## config.mk

```make
export PLATFORM = sky130hd
export DESIGN_NAME = mux_bus_ctrl
export DESIGN_NICKNAME = d
export VERILOG_FILES = /design/src/rtl/mbc_pkg.sv /design/src/rtl/mbc_decode.sv /design/src/rtl/mbc_seq.sv /design/src/rtl/mbc_lane.sv /design/src/rtl/mux_bus_ctrl.sv
export SDC_FILE = /design/constraint.sdc
export NUM_CORES = 1
export LEC_CHECK = 0
export BUFFER_PORTS_ARGS = -buffer_cell sky130_fd_sc_hd__buf_2
export CORE_MARGIN = 3
export CORE_UTILIZATION = 55
export CTS_BUF_LIST = sky130_fd_sc_hd__clkbuf_16
export DETAILED_ROUTE_END_ITERATION = 12
export PLACE_DENSITY = 0.94
export SYNTH_ARGS = -nofsm -noshare
export SYNTH_HDL_FRONTEND = slang
export SYNTH_HIERARCHICAL = 1
export SYNTH_SLANG_ARGS = --single-unit
export TNS_END_PERCENT = 1
```

## constraint.sdc

```tcl
create_clock -name clk -period 3.2 [get_ports clk]
set_input_delay 0.64 -clock clk [delete_from_list [all_inputs] [get_ports clk]]
set_output_delay 0.64 -clock clk [all_outputs]
set_load 0.05 [all_outputs]
```

## src/rtl/mbc_pkg.sv

```systemverilog
package mbc_pkg;

    typedef struct packed {
        logic       wide;
        logic       three;
        logic       pinwait;
        logic       awt;
        logic [1:0] dwt;
    } region_cfg_t;

    typedef enum logic [2:0] {
        PH_IDLE,
        PH_ADDR,
        PH_AWAIT,
        PH_DATA,
        PH_DONE
    } phase_e;

    // Data-phase length minus one: 1 state for two-state access, 2 + waits for three-state.
    function automatic logic [2:0] data_len_m1(region_cfg_t c);
        return c.three ? (3'd1 + {1'b0, c.dwt}) : 3'd0;
    endfunction

    function automatic logic in_addr_phase(phase_e p);
        return (p == PH_ADDR) || (p == PH_AWAIT);
    endfunction

endpackage

```

## src/rtl/mbc_decode.sv

```systemverilog
module mbc_decode
    import mbc_pkg::*;
#(
    parameter int AW       = 20,
    parameter int NREG     = 2,
    parameter logic [AW-1:0] R0_BASE = 20'hFFF00,
    parameter int R0_LOG2  = 8,
    parameter logic [AW-1:0] R1_BASE = 20'h40000,
    parameter int R1_LOG2  = 18
) (
    input  logic [AW-1:0]     addr,
    input  logic [NREG-1:0]   cfg_wide,
    input  logic [NREG-1:0]   cfg_three,
    input  logic [NREG-1:0]   cfg_pinwait,
    input  logic [NREG-1:0]   cfg_await,
    input  logic [2*NREG-1:0] cfg_dwait,
    output logic              hit,
    output region_cfg_t       cfg_sel
);

    logic [NREG-1:0] match;
    region_cfg_t     rcfg [NREG];

    for (genvar g = 0; g < NREG; g++) begin : g_region
        localparam int            LOG2 = (g == 0) ? R0_LOG2 : R1_LOG2;
        localparam logic [AW-1:0] BASE = (g == 0) ? R0_BASE : R1_BASE;
        localparam logic [AW-1:0] MASK = ~((AW'(1) << LOG2) - AW'(1));

        assign match[g]         = ((addr ^ BASE) & MASK) == '0;
        assign rcfg[g].wide     = cfg_wide[g];
        assign rcfg[g].three    = cfg_three[g];
        assign rcfg[g].pinwait  = cfg_pinwait[g];
        assign rcfg[g].awt      = cfg_await[g];
        assign rcfg[g].dwt      = cfg_dwait[2*g +: 2];
    end

    // Lowest-numbered region wins on overlap.
    always_comb begin
        cfg_sel = rcfg[NREG-1];
        for (int i = NREG - 1; i >= 0; i--) begin
            if (match[i]) cfg_sel = rcfg[i];
        end
    end

    assign hit = |match;

endmodule

```

## src/rtl/mbc_seq.sv

```systemverilog
module mbc_seq
    import mbc_pkg::*;
(
    input  logic        clk,
    input  logic        rst,
    input  logic        req_valid,
    input  logic        req_wide,
    input  logic        hit,
    input  region_cfg_t cfg_in,
    input  logic        bus_wait,
    output phase_e      phase,
    output region_cfg_t cur,
    output logic        beat,
    output logic        start,
    output logic        capture,
    output logic        err
);

    logic [2:0] cnt;
    logic       split;
    logic       pin_hold;

    assign pin_hold = cur.three && cur.pinwait && bus_wait;
    assign start    = (phase == PH_IDLE) && req_valid;
    assign capture  = (phase == PH_DATA) && (cnt == 3'd0) && !pin_hold;

    always_ff @(posedge clk) begin
        if (rst) begin
            phase <= PH_IDLE;
            cur   <= '0;
            cnt   <= '0;
            beat  <= 1'b0;
            split <= 1'b0;
            err   <= 1'b0;
        end else begin
            unique case (phase)
                PH_IDLE: begin
                    if (req_valid) begin
                        cur   <= cfg_in;
                        split <= req_wide && !cfg_in.wide;
                        beat  <= 1'b0;
                        err   <= !hit;
                        phase <= hit ? PH_ADDR : PH_DONE;
                    end
                end
                PH_ADDR: begin
                    cnt   <= data_len_m1(cur);
                    phase <= (cur.three && cur.awt) ? PH_AWAIT : PH_DATA;
                end
                PH_AWAIT: phase <= PH_DATA;
                PH_DATA: begin
                    if (cnt != 3'd0) begin
                        cnt <= cnt - 3'd1;
                    end else if (!pin_hold) begin
                        if (split && !beat) begin
                            beat  <= 1'b1;
                            phase <= PH_ADDR;
                        end else begin
                            phase <= PH_DONE;
                        end
                    end
                end
                PH_DONE: phase <= PH_IDLE;
                default: phase <= PH_IDLE;
            endcase
        end
    end

    assert_two_state_addr_R3: assert property (@(posedge clk) disable iff (rst)
        (phase == PH_ADDR && !cur.three) |=> (phase == PH_DATA));

    assert_two_state_data_R3: assert property (@(posedge clk) disable iff (rst)
        (phase == PH_DATA && !cur.three) |=> (phase != PH_DATA));

    assert_addr_wait_len_R5: assert property (@(posedge clk) disable iff (rst)
        (phase == PH_AWAIT) |=> (phase == PH_DATA));

    assert_miss_done_R10: assert property (@(posedge clk) disable iff (rst)
        (phase == PH_IDLE && req_valid && !hit) |=> (phase == PH_DONE && err));

    assert_second_beat_R8: assert property (@(posedge clk) disable iff (rst)
        (capture && split && !beat) |=> (phase == PH_ADDR && beat));

endmodule

```

## src/rtl/mbc_lane.sv

```systemverilog
module mbc_lane #(
    parameter int AW = 20
) (
    input  logic          clk,
    input  logic          rst,
    input  logic          start,
    input  logic          capture,
    input  logic          beat,
    input  logic          wide_bus,
    input  logic          req_write,
    input  logic          req_wide,
    input  logic [AW-1:0] req_addr,
    input  logic [15:0]   req_wdata,
    input  logic [15:0]   bus_ad_i,
    output logic [AW-1:0] addr_out,
    output logic [15:0]   wlane,
    output logic [15:0]   rdata,
    output logic          write_q
);

    logic [AW-1:0] addr_q;
    logic [15:0]   wdata_q;
    logic          wide_q;
    logic          split;

    assign split = wide_q && !wide_bus;

    always_ff @(posedge clk) begin
        if (rst) begin
            addr_q  <= '0;
            wdata_q <= '0;
            wide_q  <= 1'b0;
            write_q <= 1'b0;
            rdata   <= '0;
        end else if (start) begin
            addr_q  <= req_addr;
            wdata_q <= req_wdata;
            wide_q  <= req_wide;
            write_q <= req_write;
            rdata   <= '0;
        end else if (capture && !write_q) begin
            if (split) begin
                if (beat) rdata[7:0]  <= bus_ad_i[7:0];
                else      rdata[15:8] <= bus_ad_i[7:0];
            end else if (wide_q) begin
                rdata <= bus_ad_i;
            end else begin
                rdata <= {8'h00, bus_ad_i[7:0]};
            end
        end
    end

    always_comb begin
        if (split) begin
            addr_out = {addr_q[AW-1:1], beat};
            wlane    = {8'h00, beat ? wdata_q[7:0] : wdata_q[15:8]};
        end else begin
            addr_out = addr_q;
            wlane    = wide_q ? wdata_q : {8'h00, wdata_q[7:0]};
        end
    end

endmodule

```

## src/rtl/mux_bus_ctrl.sv

```systemverilog
module mux_bus_ctrl
    import mbc_pkg::*;
#(
    parameter int AW       = 20,
    parameter int NREG     = 2,
    parameter logic [AW-1:0] R0_BASE = 20'hFFF00,
    parameter int R0_LOG2  = 8,
    parameter logic [AW-1:0] R1_BASE = 20'h40000,
    parameter int R1_LOG2  = 18
) (
    input  logic              clk,
    input  logic              rst,
    input  logic              req_valid,
    input  logic              req_write,
    input  logic              req_wide,
    input  logic [AW-1:0]     req_addr,
    input  logic [15:0]       req_wdata,
    output logic              req_ack,
    output logic [15:0]       req_rdata,
    output logic              req_err,
    input  logic [NREG-1:0]   cfg_wide,
    input  logic [NREG-1:0]   cfg_three,
    input  logic [NREG-1:0]   cfg_pinwait,
    input  logic [NREG-1:0]   cfg_await,
    input  logic [2*NREG-1:0] cfg_dwait,
    output logic [AW-1:0]     bus_ad_o,
    output logic              bus_ad_oe,
    input  logic [15:0]       bus_ad_i,
    output logic              bus_as,
    output logic              bus_rd,
    output logic              bus_wr,
    input  logic              bus_wait
);

    localparam int PADW = AW - 16;

    region_cfg_t   cfg_sel;
    region_cfg_t   cur;
    phase_e        phase;
    logic          hit;
    logic          beat;
    logic          start;
    logic          capture;
    logic          write_q;
    logic [AW-1:0] addr_out;
    logic [15:0]   wlane;

    mbc_decode #(
        .AW(AW), .NREG(NREG),
        .R0_BASE(R0_BASE), .R0_LOG2(R0_LOG2),
        .R1_BASE(R1_BASE), .R1_LOG2(R1_LOG2)
    ) u_decode (
        .addr        (req_addr),
        .cfg_wide    (cfg_wide),
        .cfg_three   (cfg_three),
        .cfg_pinwait (cfg_pinwait),
        .cfg_await   (cfg_await),
        .cfg_dwait   (cfg_dwait),
        .hit         (hit),
        .cfg_sel     (cfg_sel)
    );

    mbc_seq u_seq (
        .clk       (clk),
        .rst       (rst),
        .req_valid (req_valid),
        .req_wide  (req_wide),
        .hit       (hit),
        .cfg_in    (cfg_sel),
        .bus_wait  (bus_wait),
        .phase     (phase),
        .cur       (cur),
        .beat      (beat),
        .start     (start),
        .capture   (capture),
        .err       (req_err)
    );

    mbc_lane #(.AW(AW)) u_lane (
        .clk       (clk),
        .rst       (rst),
        .start     (start),
        .capture   (capture),
        .beat      (beat),
        .wide_bus  (cur.wide),
        .req_write (req_write),
        .req_wide  (req_wide),
        .req_addr  (req_addr),
        .req_wdata (req_wdata),
        .bus_ad_i  (bus_ad_i),
        .addr_out  (addr_out),
        .wlane     (wlane),
        .rdata     (req_rdata),
        .write_q   (write_q)
    );

    assign bus_as    = in_addr_phase(phase);
    assign bus_rd    = (phase == PH_DATA) && !write_q;
    assign bus_wr    = (phase == PH_DATA) && write_q;
    assign bus_ad_oe = bus_as || bus_wr;
    assign bus_ad_o  = bus_as ? addr_out : {{PADW{1'b0}}, wlane};
    assign req_ack   = (phase == PH_DONE);

    assert_strobe_excl_R11: assert property (@(posedge clk) disable iff (rst)
        $onehot0({bus_as, bus_rd, bus_wr}));

    assert_ack_pulse_R11: assert property (@(posedge clk) disable iff (rst)
        req_ack |=> !req_ack);

    assert_read_release_R7: assert property (@(posedge clk) disable iff (rst)
        bus_rd |-> !bus_ad_oe);

    assert_addr_hold_R2: assert property (@(posedge clk) disable iff (rst)
        (bus_as && $past(bus_as)) |-> $stable(bus_ad_o));

    assert_write_hold_R7: assert property (@(posedge clk) disable iff (rst)
        (bus_wr && $past(bus_wr)) |-> $stable(bus_ad_o));

endmodule

```

Word-level counts from Yosys, hierarchy flattened --
Index checks and enable logic that the tools add are counted.
Word-level totals: output and inout bits 42, register bits after elaboration 69, word-level logic and storage cells 91
Cells by class: equal/unequal tests 11, muxes and demuxes 25, add/sub/neg operators 2, reductions and logical operators 35, bitwise operators 2
Operators with widths (number):
- $mux W16 | 4
- $logic_not A20 Y1 | 2
- $mux W8 | 3
- $mux W3 | 7
- $mux W20 | 1
- $logic_and A1 B1 Y1 | 12
- $not A12 Y12 | 1
- $pmux W3 S4 | 1
- $ne A2 B2 Y1 const B | 5
- $reduce_and A2 Y1 | 4
- $eq A3 B2 Y1 const B | 2
- $logic_not A1 Y1 | 6
- $logic_not A3 Y1 | 2
- $mux W1 | 6
- $mux W6 | 1
- $pmux W3 S2 | 1
- $reduce_and A5 Y1 | 1
- $ne A2 B1 Y1 const B | 2
- $reduce_bool A2 Y1 | 2
- $reduce_or A2 Y1 | 2
- $add A1 B2 Y3 const A | 1
- $eq A3 B1 Y1 const B | 1
- $eq A3 B3 Y1 const B | 1
- $reduce_and A3 Y1 | 1
- 5 further kinds | 6

Depth between registers and ports, before layout --
word-level depth 6, depth in mapped cells 10, gate-level depth less buffers 8

Modules after synthesis --
The synthesis kept the hierarchy.
By module, submodules not included:
- mbc_lane | area an instance 2446.1 µm², cells each 258, seq. area each 1081.0 µm², times used 1
- mbc_seq | area an instance 784.5 µm², cells each 79, seq. area each 300.3 µm², times used 1
- mux_bus_ctrl | area an instance 277.8 µm², cells each 31, seq. area each 0.0 µm², times used 1
- mbc_decode | area an instance 115.1 µm², cells each 12, seq. area each 0.0 µm², times used 1

Worst setup path before layout --
No wires, ideal clock.
path type register to output, start register u_seq.phase[1], end output bus_wr, arrival 1.727 ns, cell stages (with the launch flop) 3, path slack 0.833 ns, cells stage by stage dfxtp_1 -> nand2_1 -> nor3b_1
On the way: word-level cells in the longest chain between the ends 2
RTL lines:
- from (decl) | line mbc_seq.sv:11 | output phase_e phase,
- from (signal assigned) | line mbc_seq.sv:43 | phase <= hit ? PH_ADDR : PH_DONE;
- from (signal assigned) | line mbc_seq.sv:48 | phase <= (cur.three && cur.awt) ? PH_AWAIT : PH_DATA;
- $eq A3 B2 Y1 | line mux_bus_ctrl.sv:99 | assign bus_wr = (phase == PH_DATA) && write_q;
- $logic_and A1 B1 Y1 | line mux_bus_ctrl.sv:99
- to (decl) | line mux_bus_ctrl.sv:31 | output logic bus_wr,
Every way passes these cells.

Final worst setup path --
start register u_lane.wide_q, end output bus_ad_o[5]
On the way: word-level cells in the longest chain between the ends 3
RTL lines:
- from (decl) | line mbc_lane.sv:23 | logic wide_q;
- from (signal assigned) | line mbc_lane.sv:38 | wide_q <= req_wide;
- $logic_and A1 B1 Y1 | line mbc_lane.sv:26 | assign split = wide_q && !wide_bus;
- $mux W16 | line mbc_lane.sv:54 | if (split) begin
- net wlane[5] | line mux_bus_ctrl.sv:46 | logic [15:0] wlane;
- $mux W20 | line mux_bus_ctrl.sv:101 | assign bus_ad_o = bus_as ? addr_out : {{PADW{1'b0}}, wlane};
- to (decl) | line mux_bus_ctrl.sv:26 | output logic [AW-1:0] bus_ad_o,
The timed path passes the listed nets, and every way through them passes these cells.

==> flow_results.xml <==
<?xml version="1.0" encoding="UTF-8"?>
<metrics>
  <group name="clock_tree">
    <metric name="postCtsSetupRepairBufs" unit="">0</metric>
    <metric name="clk_latency" unit="ps">330</metric>
    <metric name="cts_made_buffers" unit="">9</metric>
    <metric name="h-tree-depth" unit="">3</metric>
    <metric name="clock_sinks" unit="">69</metric>
    <metric name="cts-root-to-sink-buffers" unit="">2</metric>
    <metric name="ctsRootBufferMaster" unit="">sky130_fd_sc_hd__clkbuf_16</metric>
    <metric name="clk_pin_slew_worst_setup_hold_paths" unit="ps">50</metric>
    <metric name="ctsHoldBuffers" unit="">0</metric>
    <metric name="clock_tree_from_tritoncts" unit="">done</metric>
    <metric name="post_cts_resized" unit="">0</metric>
  </group>
  <group name="place">
    <metric name="port_buffers" unit="">111</metric>
    <metric name="hpwlAfterDp" unit="um">6280</metric>
    <metric name="place_congestion" unit="">0.853</metric>
    <metric name="placement.setup.worst_slack" unit="ps">650</metric>
  </group>
  <group name="finish">
    <metric name="nFillCells" unit="">470</metric>
    <metric name="num_antenna_cells" unit="">0</metric>
    <metric name="area_growth_syn_to_layout" unit="%">18.4</metric>
    <metric name="most-common-layout-cells" unit="">sky130_fd_sc_hd__buf_2 (111), sky130_fd_sc_hd__dfxtp_1 (69), sky130_fd_sc_hd__mux2i_1 (53)</metric>
    <metric name="layout_commonest_cell" unit="">sky130_fd_sc_hd__buf_2</metric>
    <metric name="nNetsFinal" unit="">538</metric>
    <metric name="final_layout_size_suffix_gt1_share" unit="%">36.2</metric>
  </group>
  <group name="global_route">
    <metric name="largest_net_degree_at_the_start_of_global_routing" unit="">41</metric>
    <metric name="grt_overall_usage" unit="%">24.0</metric>
    <metric name="global_route_wire_length_before_repair" unit="um">14300</metric>
    <metric name="number_of_antenna_violations_at_the_first_check_in_global_routing" unit="">0</metric>
    <metric name="vias_in_the_first_global_route" unit="">3140</metric>
    <metric name="global_route.overflow_total" unit="">0</metric>
  </group>
  <group name="logic_synthesis">
    <metric name="syn-cell-area" unit="um2">3620</metric>
    <metric name="synthesis.area_per_instance" unit="um2">9.54</metric>
    <metric name="synth-edff-count" unit="">0</metric>
    <metric name="postSynthCellCount" unit="">380</metric>
    <metric name="asyncSetResetFlopFracSynth" unit="%">0</metric>
    <metric name="yosysWarningCount" unit="">6</metric>
    <metric name="syn-num-nets" unit="">453</metric>
    <metric name="yosys.cell_types.count" unit="">51</metric>
    <metric name="proportion_of_synthesized_chip_area_in_sequential_cells" unit="%">38.1</metric>
    <metric name="synth-seq-cells" unit="">69</metric>
    <metric name="synthFlopType" unit="">sky130_fd_sc_hd__dfxtp_1</metric>
  </group>
  <group name="setup_path">
    <metric name="critical_path.startpoint_type" unit="">flip-flop</metric>
    <metric name="critical-path-top-delay-family" unit="">simple AND/OR/NAND/NOR gates</metric>
    <metric name="critical-path-slowest-cell" unit="">sky130_fd_sc_hd__or3b_1</metric>
    <metric name="critical_path.most_common_cell" unit="">sky130_fd_sc_hd__nand2_1</metric>
    <metric name="critical_path.cell_chain" unit="">or3b_1 -&gt; nand2_1 -&gt; nand2_1 -&gt; mux2_2 -&gt; buf_2</metric>
    <metric name="cp_data_required_time" unit="ps">2560</metric>
    <metric name="slowest_delay" unit="ps">700</metric>
    <metric name="cp_max_fanout" unit="">16</metric>
    <metric name="critical_path.n_buffers_inverters" unit="">1</metric>
    <metric name="setup.worst_path.class" unit="">flip-flop to output port</metric>
    <metric name="critPathCaptureType" unit="">output port</metric>
    <metric name="cp.arrival" unit="ps">2270</metric>
  </group>
  <group name="floorplan">
    <metric name="die_area" unit="um2">7600</metric>
    <metric name="die_height" unit="um">87.2</metric>
    <metric name="placeableCoreArea" unit="um2">6130</metric>
    <metric name="design.portCount" unit="">112</metric>
    <metric name="count_of_standard_cell_rows" unit="">28</metric>
    <metric name="chipWidth" unit="um">87.2</metric>
    <metric name="start_util" unit="%">59.1</metric>
  </group>
  <group name="run_status">
    <metric name="status" unit="">complete, no violations</metric>
  </group>
  <group name="pwr">
    <metric name="netSwitchingFraction" unit="%">29.3</metric>
    <metric name="power.sequential.fraction" unit="%">40.0</metric>
    <metric name="p_leak" unit="nW">2.02</metric>
    <metric name="internal_power" unit="mW">1.72</metric>
    <metric name="powerDensity" unit="nW/um2">567</metric>
    <metric name="combPwrFrac" unit="%">20.8</metric>
    <metric name="power_frac_clock" unit="%">39.2</metric>
    <metric name="netSwitchingPower" unit="mW">0.713</metric>
    <metric name="worst_ir_drop_vdd" unit="mV">0.350</metric>
  </group>
  <group name="timing">
    <metric name="slew_viol_final" unit="">0</metric>
    <metric name="max_slew_headroom" unit="%">52.3</metric>
    <metric name="fmax" unit="GHz">0.344</metric>
    <metric name="final-hold-violation-count" unit="">0</metric>
    <metric name="rsz0062_at_grt" unit="">no</metric>
    <metric name="timing.setup.tns" unit="ps">0</metric>
    <metric name="layout_setup_ws" unit="ps">290</metric>
    <metric name="final_setup_violating_endpoints" unit="">0</metric>
    <metric name="min_period_over_period" unit="%">90.9</metric>
    <metric name="period_minus_slack" unit="ps">2910</metric>
    <metric name="clock_skew" unit="ps">8.01</metric>
    <metric name="worstMarginPinSlew" unit="ps">715</metric>
  </group>
  <group name="route">
    <metric name="final_antenna_net_count" unit="">0</metric>
    <metric name="dr_total_vias" unit="">3072</metric>
    <metric name="drt_pre_antenna_iters" unit="">4</metric>
    <metric name="drcViolationCount" unit="">0</metric>
    <metric name="detailedRoute.firstIterationViolations" unit="">188</metric>
    <metric name="postRouteWirelength" unit="um">9050</metric>
    <metric name="routedWlPerCell" unit="um">16.6</metric>
    <metric name="viasPerCell" unit="">5.64</metric>
  </group>
  <group name="hold_path">
    <metric name="hold_path.class" unit="">flip-flop to flip-flop</metric>
  </group>
  <group name="run">
    <metric name="maxCapViolations" unit="">0</metric>
  </group>
</metrics>
-- sequential cells by signal, indices dropped and copies added (netlist names), 3 cells and up --
register	count
u_lane/addr_q	20
u_lane/rdata	16
u_lane/wdata_q	16
u_seq/cnt	3
u_seq/cur	6
u_seq/phase	3
-- power groups by stage --
stage / combinational, mW / clock, mW / sequential (mW)
after floorplan: 0.424 / 0 / 0.975
after global placement: 0.484 / 0 / 0.982
after detailed placement: 0.500 / 0 / 0.988
after CTS: 0.506 / 0.970 / 0.971
after global routing: 0.545 / 1.01 / 0.979
final: 0.506 / 0.954 / 0.972
-- synth_stat cells (all sizes together), types with 4 or more instances --
master  instances  area (um2)
a21boi          8        60.1
and2            5        31.3
and3            8        50.1
buf            37         300
clkbuf          7        26.3
dfxtp          69        1380
inv             4        15.0
mux2           24         274
mux2i          53         531
nand2          30         113
nand2b          6        37.5
nand3           9        55.1
nand3b          4        30.0
nor2           51         196
nor2b           4        25.0
nor3            4        31.3
o211ai          8        60.1
o21ai          10        50.1
o31ai           9        72.6
-- stage by stage --
stage	util [%]	cell area [um2]	hold WS (ps)	instances	power, mW
detailed placement	65.2	4000	468	529	1.49
global route	70.0	4290	505	545	2.54
finish	70.0	4290	477	545	2.43
floorplan	-	3620	452	380	1.40
global placement	65.2	4000	466	529	1.47
CTS	70.0	4290	476	545	2.45
-- layer usage --
layer,vias up,track usage (%),part of all wire (%)
met5,-,0,0
met4,0,10.5,1.8
met3,14,4.82,6.3
met2,124,42.5,51
met1,1449,28.0,41
li1,1485,-,-
-- worst reg2reg max path: cells and delay by family, from the launching register on --
family                 cells  cell delay [ps]
AOI/OAI and AO/OA          1              310
and+or+nand+nor            4              840
buffers and inverters      1              200
DFF                        1              700
-- kinds of logic (layout without fill, tap and decap cells) --
kind of cell,after synthesis,after routing,share of synthesized area (%)
and+or+nand+nor,133,133,19.1
muxes,77,77,22.2
DFF,69,69,38.1
AOI/OAI and AO/OA,49,49,9.91
buffers and inverters,48,138,9.43
adders and majority gates,3,3,1.04
xor gates and xnor gates,1,1,0.242
-- cell type report --
class | instances | area (um2) | area share, %
clock inverter | 7 | 67.6 | 1.57
timing repair buffer | 118 | 608 | 14.2
inverter | 4 | 15.0 | 0.350
tap | 75 | 93.8 | 2.19
sequential | 69 | 1380 | 32.2
clock buffer | 9 | 225 | 5.25
multi-input combinational | 263 | 1900 | 44.3
-- worst paths after layout --
path / from / end / slack (ps) / cells after the start
max: u_lane/wide_q / bus_ad_o[5] / 290 / 5
min: u_lane/rdata[1] / u_lane/rdata[1] / 480 / 2
max reg2reg: u_seq/phase[1] / u_lane/rdata[11] / 1060 / 6
min reg2reg: u_lane/rdata[1] / u_lane/rdata[1] / 480 / 2
No activity file was read; power rests on OpenSTA's default activity.
